--- config.mk ---
export PLATFORM = sky130hd
export DESIGN_NAME = gpio_port_bank
export DESIGN_NICKNAME = d
export VERILOG_FILES = /design/src/rtl/gpio_port_bank_pkg.sv /design/src/rtl/gpio_port_bank_ctrl.sv /design/src/rtl/gpio_port_bank_dp.sv /design/src/rtl/gpio_port_bank.sv
export SDC_FILE = /design/constraint.sdc
export NUM_CORES = 1
export LEC_CHECK = 0
export ABC_CLOCK_PERIOD_IN_PS = 4900
export CORE_UTILIZATION = 36
export DETAILED_ROUTE_END_ITERATION = 6
export PLACE_DENSITY = 0.59
export RECOVER_POWER = 25
export SYNTH_ARGS = -nofsm -noshare
export SYNTH_HDL_FRONTEND = slang
export SYNTH_SLANG_ARGS = --single-unit
--- constraint.sdc ---
create_clock -name clk -period 4.9 [get_ports clk]
set_input_delay 0.49 -clock clk [delete_from_list [all_inputs] [get_ports clk]]
set_output_delay 0.49 -clock clk [all_outputs]
set_load 0.01 [all_outputs]
--- src/rtl/gpio_port_bank_pkg.sv ---
package gpio_port_bank_pkg;

  localparam int PORT_PINS  = 8;
  localparam int PORT_IDX_W = 2;
  localparam int TYPE_W     = 3 * PORT_PINS;

  typedef enum logic [2:0] {
    FN_CFG = 3'd0,
    FN_OE  = 3'd1,
    FN_OUT = 3'd2,
    FN_IN  = 3'd3,
    FN_STA = 3'd4,
    FN_EN  = 3'd5,
    FN_TYP = 3'd6,
    FN_CLR = 3'd7
  } funcSel_e;

  typedef struct packed {
    logic                  wrNorm;
    logic                  wrMask;
    logic                  wrClr;
    logic                  rdEn;
    funcSel_e              func;
    logic [PORT_IDX_W-1:0] port;
  } strobe_t;

  // Next value of an 8-bit pin group under a plain or masked write.
  function automatic logic [PORT_PINS-1:0] byteNext(
      input logic [PORT_PINS-1:0]   cur,
      input logic                   plain,
      input logic                   masked,
      input logic [2*PORT_PINS-1:0] data);
    logic [PORT_PINS-1:0] sel;
    sel = data[2*PORT_PINS-1:PORT_PINS];
    if (plain)       byteNext = data[PORT_PINS-1:0];
    else if (masked) byteNext = (cur & ~sel) | (data[PORT_PINS-1:0] & sel);
    else             byteNext = cur;
  endfunction

endpackage

--- src/rtl/gpio_port_bank_ctrl.sv ---
module gpio_port_bank_ctrl
  import gpio_port_bank_pkg::*;
#(
  parameter int ADDR_W       = 12,
  parameter int PORTS        = 4,
  parameter int BANK_SEL     = 0,
  parameter int BANK_STRIDE  = 'h80,
  parameter int UPPER_OFFSET = 'h800
) (
  input  logic              busWrEn,
  input  logic              busRdEn,
  input  logic [ADDR_W-1:0] busAddr,
  output strobe_t           strb
);

  localparam logic [ADDR_W-1:0] BASE  = ADDR_W'(BANK_SEL * BANK_STRIDE);
  localparam logic [ADDR_W-1:0] UPPER = ADDR_W'(UPPER_OFFSET);
  localparam logic [ADDR_W-1:0] WIN   = ADDR_W'(8 * 16);

  logic [ADDR_W-1:0] offN, offM;
  logic              inN, inM, portOk, hasAlias;
  logic [2:0]        fnBits;
  logic [1:0]        portBits;
  funcSel_e          fn;

  always_comb begin
    offN     = busAddr - BASE;
    offM     = busAddr - BASE - UPPER;
    inN      = offN < WIN;
    inM      = offM < WIN;
    fnBits   = inN ? offN[6:4] : offM[6:4];
    portBits = inN ? offN[3:2] : offM[3:2];
    fn       = funcSel_e'(fnBits);
    portOk   = 32'(portBits) < PORTS;
    hasAlias = (fn != FN_IN) && (fn != FN_CLR);

    strb.func   = fn;
    strb.port   = portBits;
    strb.wrNorm = busWrEn && inN && portOk && hasAlias;
    strb.wrMask = busWrEn && inM && portOk && hasAlias;
    strb.wrClr  = busWrEn && inN && portOk && (fn == FN_CLR);
    strb.rdEn   = busRdEn && portOk && (inN || (inM && hasAlias));
  end

endmodule

--- src/rtl/gpio_port_bank_dp.sv ---
module gpio_port_bank_dp
  import gpio_port_bank_pkg::*;
#(
  parameter int PORTS = 4,
  localparam int PINS = PORTS * PORT_PINS
) (
  input  logic              clk,
  input  logic              rstN,
  input  strobe_t           strb,
  input  logic [31:0]       wrData,
  input  logic [PINS-1:0]   padIn,
  input  logic [PINS-1:0]   statusSet,
  output logic [31:0]       rdData,
  output logic [PINS-1:0]   padOut,
  output logic [PINS-1:0]   padOe,
  output logic [PINS-1:0]   staFlat
);

  logic [PINS-1:0]        cfgFlat, oeFlat, outFlat, enFlat;
  logic [PORTS*TYPE_W-1:0] typFlat;

  for (genvar p = 0; p < PORTS; p++) begin : g_port
    logic [PORT_PINS-1:0] cfgR, oeR, outR, enR, staR, staNext;
    logic [TYPE_W-1:0]    typR;
    logic                 selP, nrm, msk;

    assign selP = strb.port == PORT_IDX_W'(p);
    assign nrm  = strb.wrNorm && selP;
    assign msk  = strb.wrMask && selP;

    always_comb begin
      staNext = byteNext(staR, nrm && strb.func == FN_STA,
                         msk && strb.func == FN_STA, wrData[15:0]);
      if (strb.wrClr && selP) staNext = staNext & ~wrData[PORT_PINS-1:0];
      staNext = staNext | statusSet[p*PORT_PINS +: PORT_PINS];
    end

    always_ff @(posedge clk) begin
      if (!rstN) begin
        cfgR <= '0;
        oeR  <= '0;
        outR <= '0;
        enR  <= '0;
        staR <= '0;
        typR <= '0;
      end else begin
        staR <= staNext;
        unique case (strb.func)
          FN_CFG: cfgR <= byteNext(cfgR, nrm, msk, wrData[15:0]);
          FN_OE:  oeR  <= byteNext(oeR,  nrm, msk, wrData[15:0]);
          FN_OUT: outR <= byteNext(outR, nrm, msk, wrData[15:0]);
          FN_EN:  enR  <= byteNext(enR,  nrm, msk, wrData[15:0]);
          FN_TYP: begin
            if (nrm)      typR <= wrData[TYPE_W-1:0];
            else if (msk) typR <= {typR[TYPE_W-1:PORT_PINS],
                                   byteNext(typR[PORT_PINS-1:0], 1'b0, 1'b1, wrData[15:0])};
          end
          default: ;
        endcase
      end
    end

    assign cfgFlat[p*PORT_PINS +: PORT_PINS] = cfgR;
    assign oeFlat [p*PORT_PINS +: PORT_PINS] = oeR;
    assign outFlat[p*PORT_PINS +: PORT_PINS] = outR;
    assign enFlat [p*PORT_PINS +: PORT_PINS] = enR;
    assign staFlat[p*PORT_PINS +: PORT_PINS] = staR;
    assign typFlat[p*TYPE_W +: TYPE_W]       = typR;
  end

  logic [31:0] rdWord;
  always_comb begin
    rdWord = '0;
    unique case (strb.func)
      FN_CFG: rdWord[PORT_PINS-1:0] = cfgFlat[strb.port*PORT_PINS +: PORT_PINS];
      FN_OE:  rdWord[PORT_PINS-1:0] = oeFlat [strb.port*PORT_PINS +: PORT_PINS];
      FN_OUT: rdWord[PORT_PINS-1:0] = outFlat[strb.port*PORT_PINS +: PORT_PINS];
      FN_IN:  rdWord[PORT_PINS-1:0] = padIn  [strb.port*PORT_PINS +: PORT_PINS];
      FN_STA: rdWord[PORT_PINS-1:0] = staFlat[strb.port*PORT_PINS +: PORT_PINS];
      FN_EN:  rdWord[PORT_PINS-1:0] = enFlat [strb.port*PORT_PINS +: PORT_PINS];
      FN_TYP: rdWord[TYPE_W-1:0]    = typFlat[strb.port*TYPE_W +: TYPE_W];
      default: rdWord = '0;
    endcase
  end

  always_ff @(posedge clk) begin
    if (!rstN)          rdData <= '0;
    else if (strb.rdEn) rdData <= rdWord;
    else                rdData <= '0;
  end

  assign padOut = outFlat;
  assign padOe  = cfgFlat & oeFlat;

endmodule

--- src/rtl/gpio_port_bank.sv ---
module gpio_port_bank
  import gpio_port_bank_pkg::*;
#(
  parameter int ADDR_W       = 12,
  parameter int PORTS        = 4,
  parameter int BANK_SEL     = 0,
  parameter int BANK_STRIDE  = 'h80,
  parameter int UPPER_OFFSET = 'h800,
  localparam int PINS        = PORTS * PORT_PINS
) (
  input  logic              clk,
  input  logic              rstN,
  input  logic              busWrEn,
  input  logic              busRdEn,
  input  logic [ADDR_W-1:0] busAddr,
  input  logic [31:0]       busWrData,
  output logic [31:0]       busRdData,
  input  logic [PINS-1:0]   padIn,
  output logic [PINS-1:0]   padOut,
  output logic [PINS-1:0]   padOe,
  input  logic [PINS-1:0]   statusSet
);

  strobe_t         strb;
  logic [PINS-1:0] staFlat;

  gpio_port_bank_ctrl #(
    .ADDR_W(ADDR_W), .PORTS(PORTS), .BANK_SEL(BANK_SEL),
    .BANK_STRIDE(BANK_STRIDE), .UPPER_OFFSET(UPPER_OFFSET)
  ) u_ctrl (
    .busWrEn(busWrEn),
    .busRdEn(busRdEn),
    .busAddr(busAddr),
    .strb(strb)
  );

  gpio_port_bank_dp #(.PORTS(PORTS)) u_dp (
    .clk(clk),
    .rstN(rstN),
    .strb(strb),
    .wrData(busWrData),
    .padIn(padIn),
    .statusSet(statusSet),
    .rdData(busRdData),
    .padOut(padOut),
    .padOe(padOe),
    .staFlat(staFlat)
  );

endmodule

==> summary.md <==
| Metric | Value |
|---|---|
| Setup crit start | `busAddr[10]` |
| DP Wirelength | `38.36 mm` |
| Cell-internal power | `4062 uW` |
| Post-CTS Hold Fix Bufs | `0` |
| Cells after DPL | `2,275` |
| Setup TNS after final layout | `0 ns` |
| Share of the synthesized area in the top cell type | `38.69%` |
| Fraction of registers with async set/reset | `0%` |
| Die footprint | `0.04105 sq mm` |
| Status | `finished clean` |
| Clock slew at reported path FFs | `~0.06 ns` |
| CTS Buf Count | `34` |
| Clock root buffer | `clkbuf_16` |
| Normalized max-slew margin | `23.36%` |
| Total grt overflow | `0` |
| Sw Ratio | `25.26%` |
| LEAKAGE | `0.006358 uW` |
| Setup Fix Bufs, Post-CTS | `0` |
| Max Freq | `296.8 MHz` |
| Finished Core Util | `around 45%` |
| Top Ports | `208` |
| Kind of critical path | `input port to flop` |
| Period utilisation layout | `68.75%` |
| Setup repair after global routing missed its margin | `no` |
| Core ar. | `0.03973 sq mm` |
| Yosys warning total | `0` |
| Routability cong. | `0.9953` |
| Clock share of power | `a little under half` |
| Most used DFF post-synth | `dfxtp_1` |
| Vias per cell | `5.494` |
| Comb pwr share | `9.5%` |
| Sequential element share of the synthesized area | `38.69%` |
| Post-CTS sizing | `0` |
| CTS tree | `yes` |
| Worst setup EP type | `flop` |
| Fillers | `about 4,000` |
| Max rail drop VDD | `0.1907 mV` |
| Clk_skew | `~0.022 ns` |
| Crit path arrival time | `3.82 ns` |
| Die Ht | `202.6 microns` |
| Worst slew pin tran | `1.150 ns` |
| Main area contributors after synthesis | `dfxtp_1 39%, mux2i_1 14%, nor2b_1 7.6%` |
| Clock Latency Late Sink | `approximately 0.54 ns` |
| Finish-stage setup viols | `0` |
| PwrDens | `304.9 mW/mm^2` |
| Vias in the first global route | `between 10,000 and 15,000` |
| Hold Startpoint | `u_dp.g_port[2].typR[14]` |
| H-tree Lvls | `2` |
| Initial Utilization | `36.46%` |
| Most frequent cells in the layout | `280 x dfxtp_1, 243 x nor2_1, 204 x mux2i_1, 177 x nor2b_1, 157 x nand2_1` |
| Synth unique cells | `64` |
| Number of flops mapped to enable cells by yosys | `0` |
| Final Slew Violations | `0` |
| Final hold violations | `0` |
| Number of synthesized register bits | `280` |
| Initial antenna violation count | `1` |
| Post-Route WL | `between 50 and 60 mm` |
| Reg power frac | `42.6%` |
| DRT iter0 DRCs | `1,172` |
| Final layout net count | `1,898` |
| Startpoint types | `input port` |
| Avg Inst Size Synth | `8.774 sq um` |
| Pre-antenna DRT Iters | `5` |
| Synth Cell Area | `0.01449 sq mm` |
| Detail Route Antenna Nets | `0` |
| GRT Util Overall | `26.37%` |
| Fin cells | `around 2,300` |
| Max_cap viols | `0` |
| Row cnt | `73` |
| Tmin final | `roughly 3.4 ns` |
| Buffers on Ports | `189` |
| Clock Path Buffers | `3` |
| Worst Hold Path Cells | `2` |
| Syn-to-layout area delta | `23.03%` |
| R2R cell count | `6` |
| Launch point of the worst reg-to-reg path | `u_dp.g_port[1].staR[1]` |
| WP data required | `5.35 ns` |
| P_sw | `1373 uW` |
| DR WL/cell | `roughly 24 microns` |
| First-pass GRT wire length | `roughly 80 mm` |
| Share of layout cells above drive strength 1 | `8.223%` |
| Via Count | `12,850` |
| Largest net degree at the start of global routing | `136` |
| Worst hold path class | `flop to flop` |
| Yosys top cell by area | `dfxtp_1` |
| Synth Instances | `1,651` |
| Sink Count | `280` |
| Commonest non-fill, non-tap cell in the layout | `dfxtp_1` |
| Die width | `202.6 microns` |
| CP Max Fanout | `20` |
| Drt drc | `0` |
-- critical path: stages --
cell and delay (ns):
dlygate4sd3_1 0.57, nor4_4 0.78, and3_1 0.25, clkbuf_1 0.79, and2_1 0.39, o311a_1 0.21
nand3_1 0.12, o2bb2ai_1 0.22
-- cell usage after synthesis, types with 8 or more instances --
master and n:
a21boi_0 28, clkbuf_1 68, dfxtp_1 280, nand2_1 157, a22oi_1 10, nor2b_1 177
buf_1 12, nand2b_1 8, buf_4 17, and3_1 22, mux2i_1 204, o22ai_1 16
a21oi_1 67, inv_1 12, mux2_2 11, nand3_1 14, mux4_2 28, a21boi_1 40
o21ai_0 41, o21a_1 35, buf_2 30, nor2_1 243, and2_1 35
-- logic make-up after synthesis --
| group | count (synthesis) | share of synthesized area (%) |
|---|---|---|
| mux | 243 | 19.30 |
| simple gates | 693 | 23.89 |
| buf+inv | 142 | 4.534 |
| compound gates | 292 | 13.55 |
| flops | 280 | 38.69 |
| other cells | 1 | 0.02589 |
-- stage by stage --
stage	setup slack (ns)	power (uW)	area (sq um)	hold WS [ns]
2_1_floorplan	2.876	2635	14510	0.4319
3_3_place_gp	1.609	2869	16690	0.4373
3_5_place_dp	1.586	2870	16690	0.4449
4_1_cts	2.135	5467	17820	0.4541
5_1_grt	1.422	5584	17820	0.4725
6_report	1.531	5435	17820	0.4537
-- power groups by stage --
stage	combinational [uW]	sequential [uW]	clock [uW]
floorplan	282	2350	0
global placement	504	2370	0
detailed placement	505	2370	0
CTS	507	2320	2650
global route	540	2310	2730
finish	517	2320	2600
-- layer usage --
layer  share of wire, %  vias to the layer above  track usage [%]
met1                 43                     6203            35.81
met5                  0                        -                0
li1                   -                     5911                -
met4                4.3                        0            11.55
met3                8.5                      124            5.393
met2                 44                      608            40.31
-- final timing paths --
check,end,slack (ns)
max reg2reg,u_dp.rdData[1],2.79
max,u_dp.rdData[2],1.53
min,u_dp.g_port[2].typR[14],0.45
min reg2reg,u_dp.g_port[2].typR[14],0.45
-- final cells by class --
| type | count | area, sq um | share of cell area (%) |
|---|---|---|---|
| multi-input cells | 1236 | 8250 | 46.29 |
| clock inverters | 13 | 186.4 | 1.046 |
| flip-flops and latches | 280 | 5605 | 31.45 |
| clock buffers | 49 | 947.2 | 5.314 |
| diodes | 1 | 2.502 | 0.01404 |
| repair buffers | 222 | 2130 | 11.95 |
| inverters | 12 | 45.04 | 0.2527 |
| well taps | 525 | 656.9 | 3.686 |
Power figures use the tool's default switching activity.
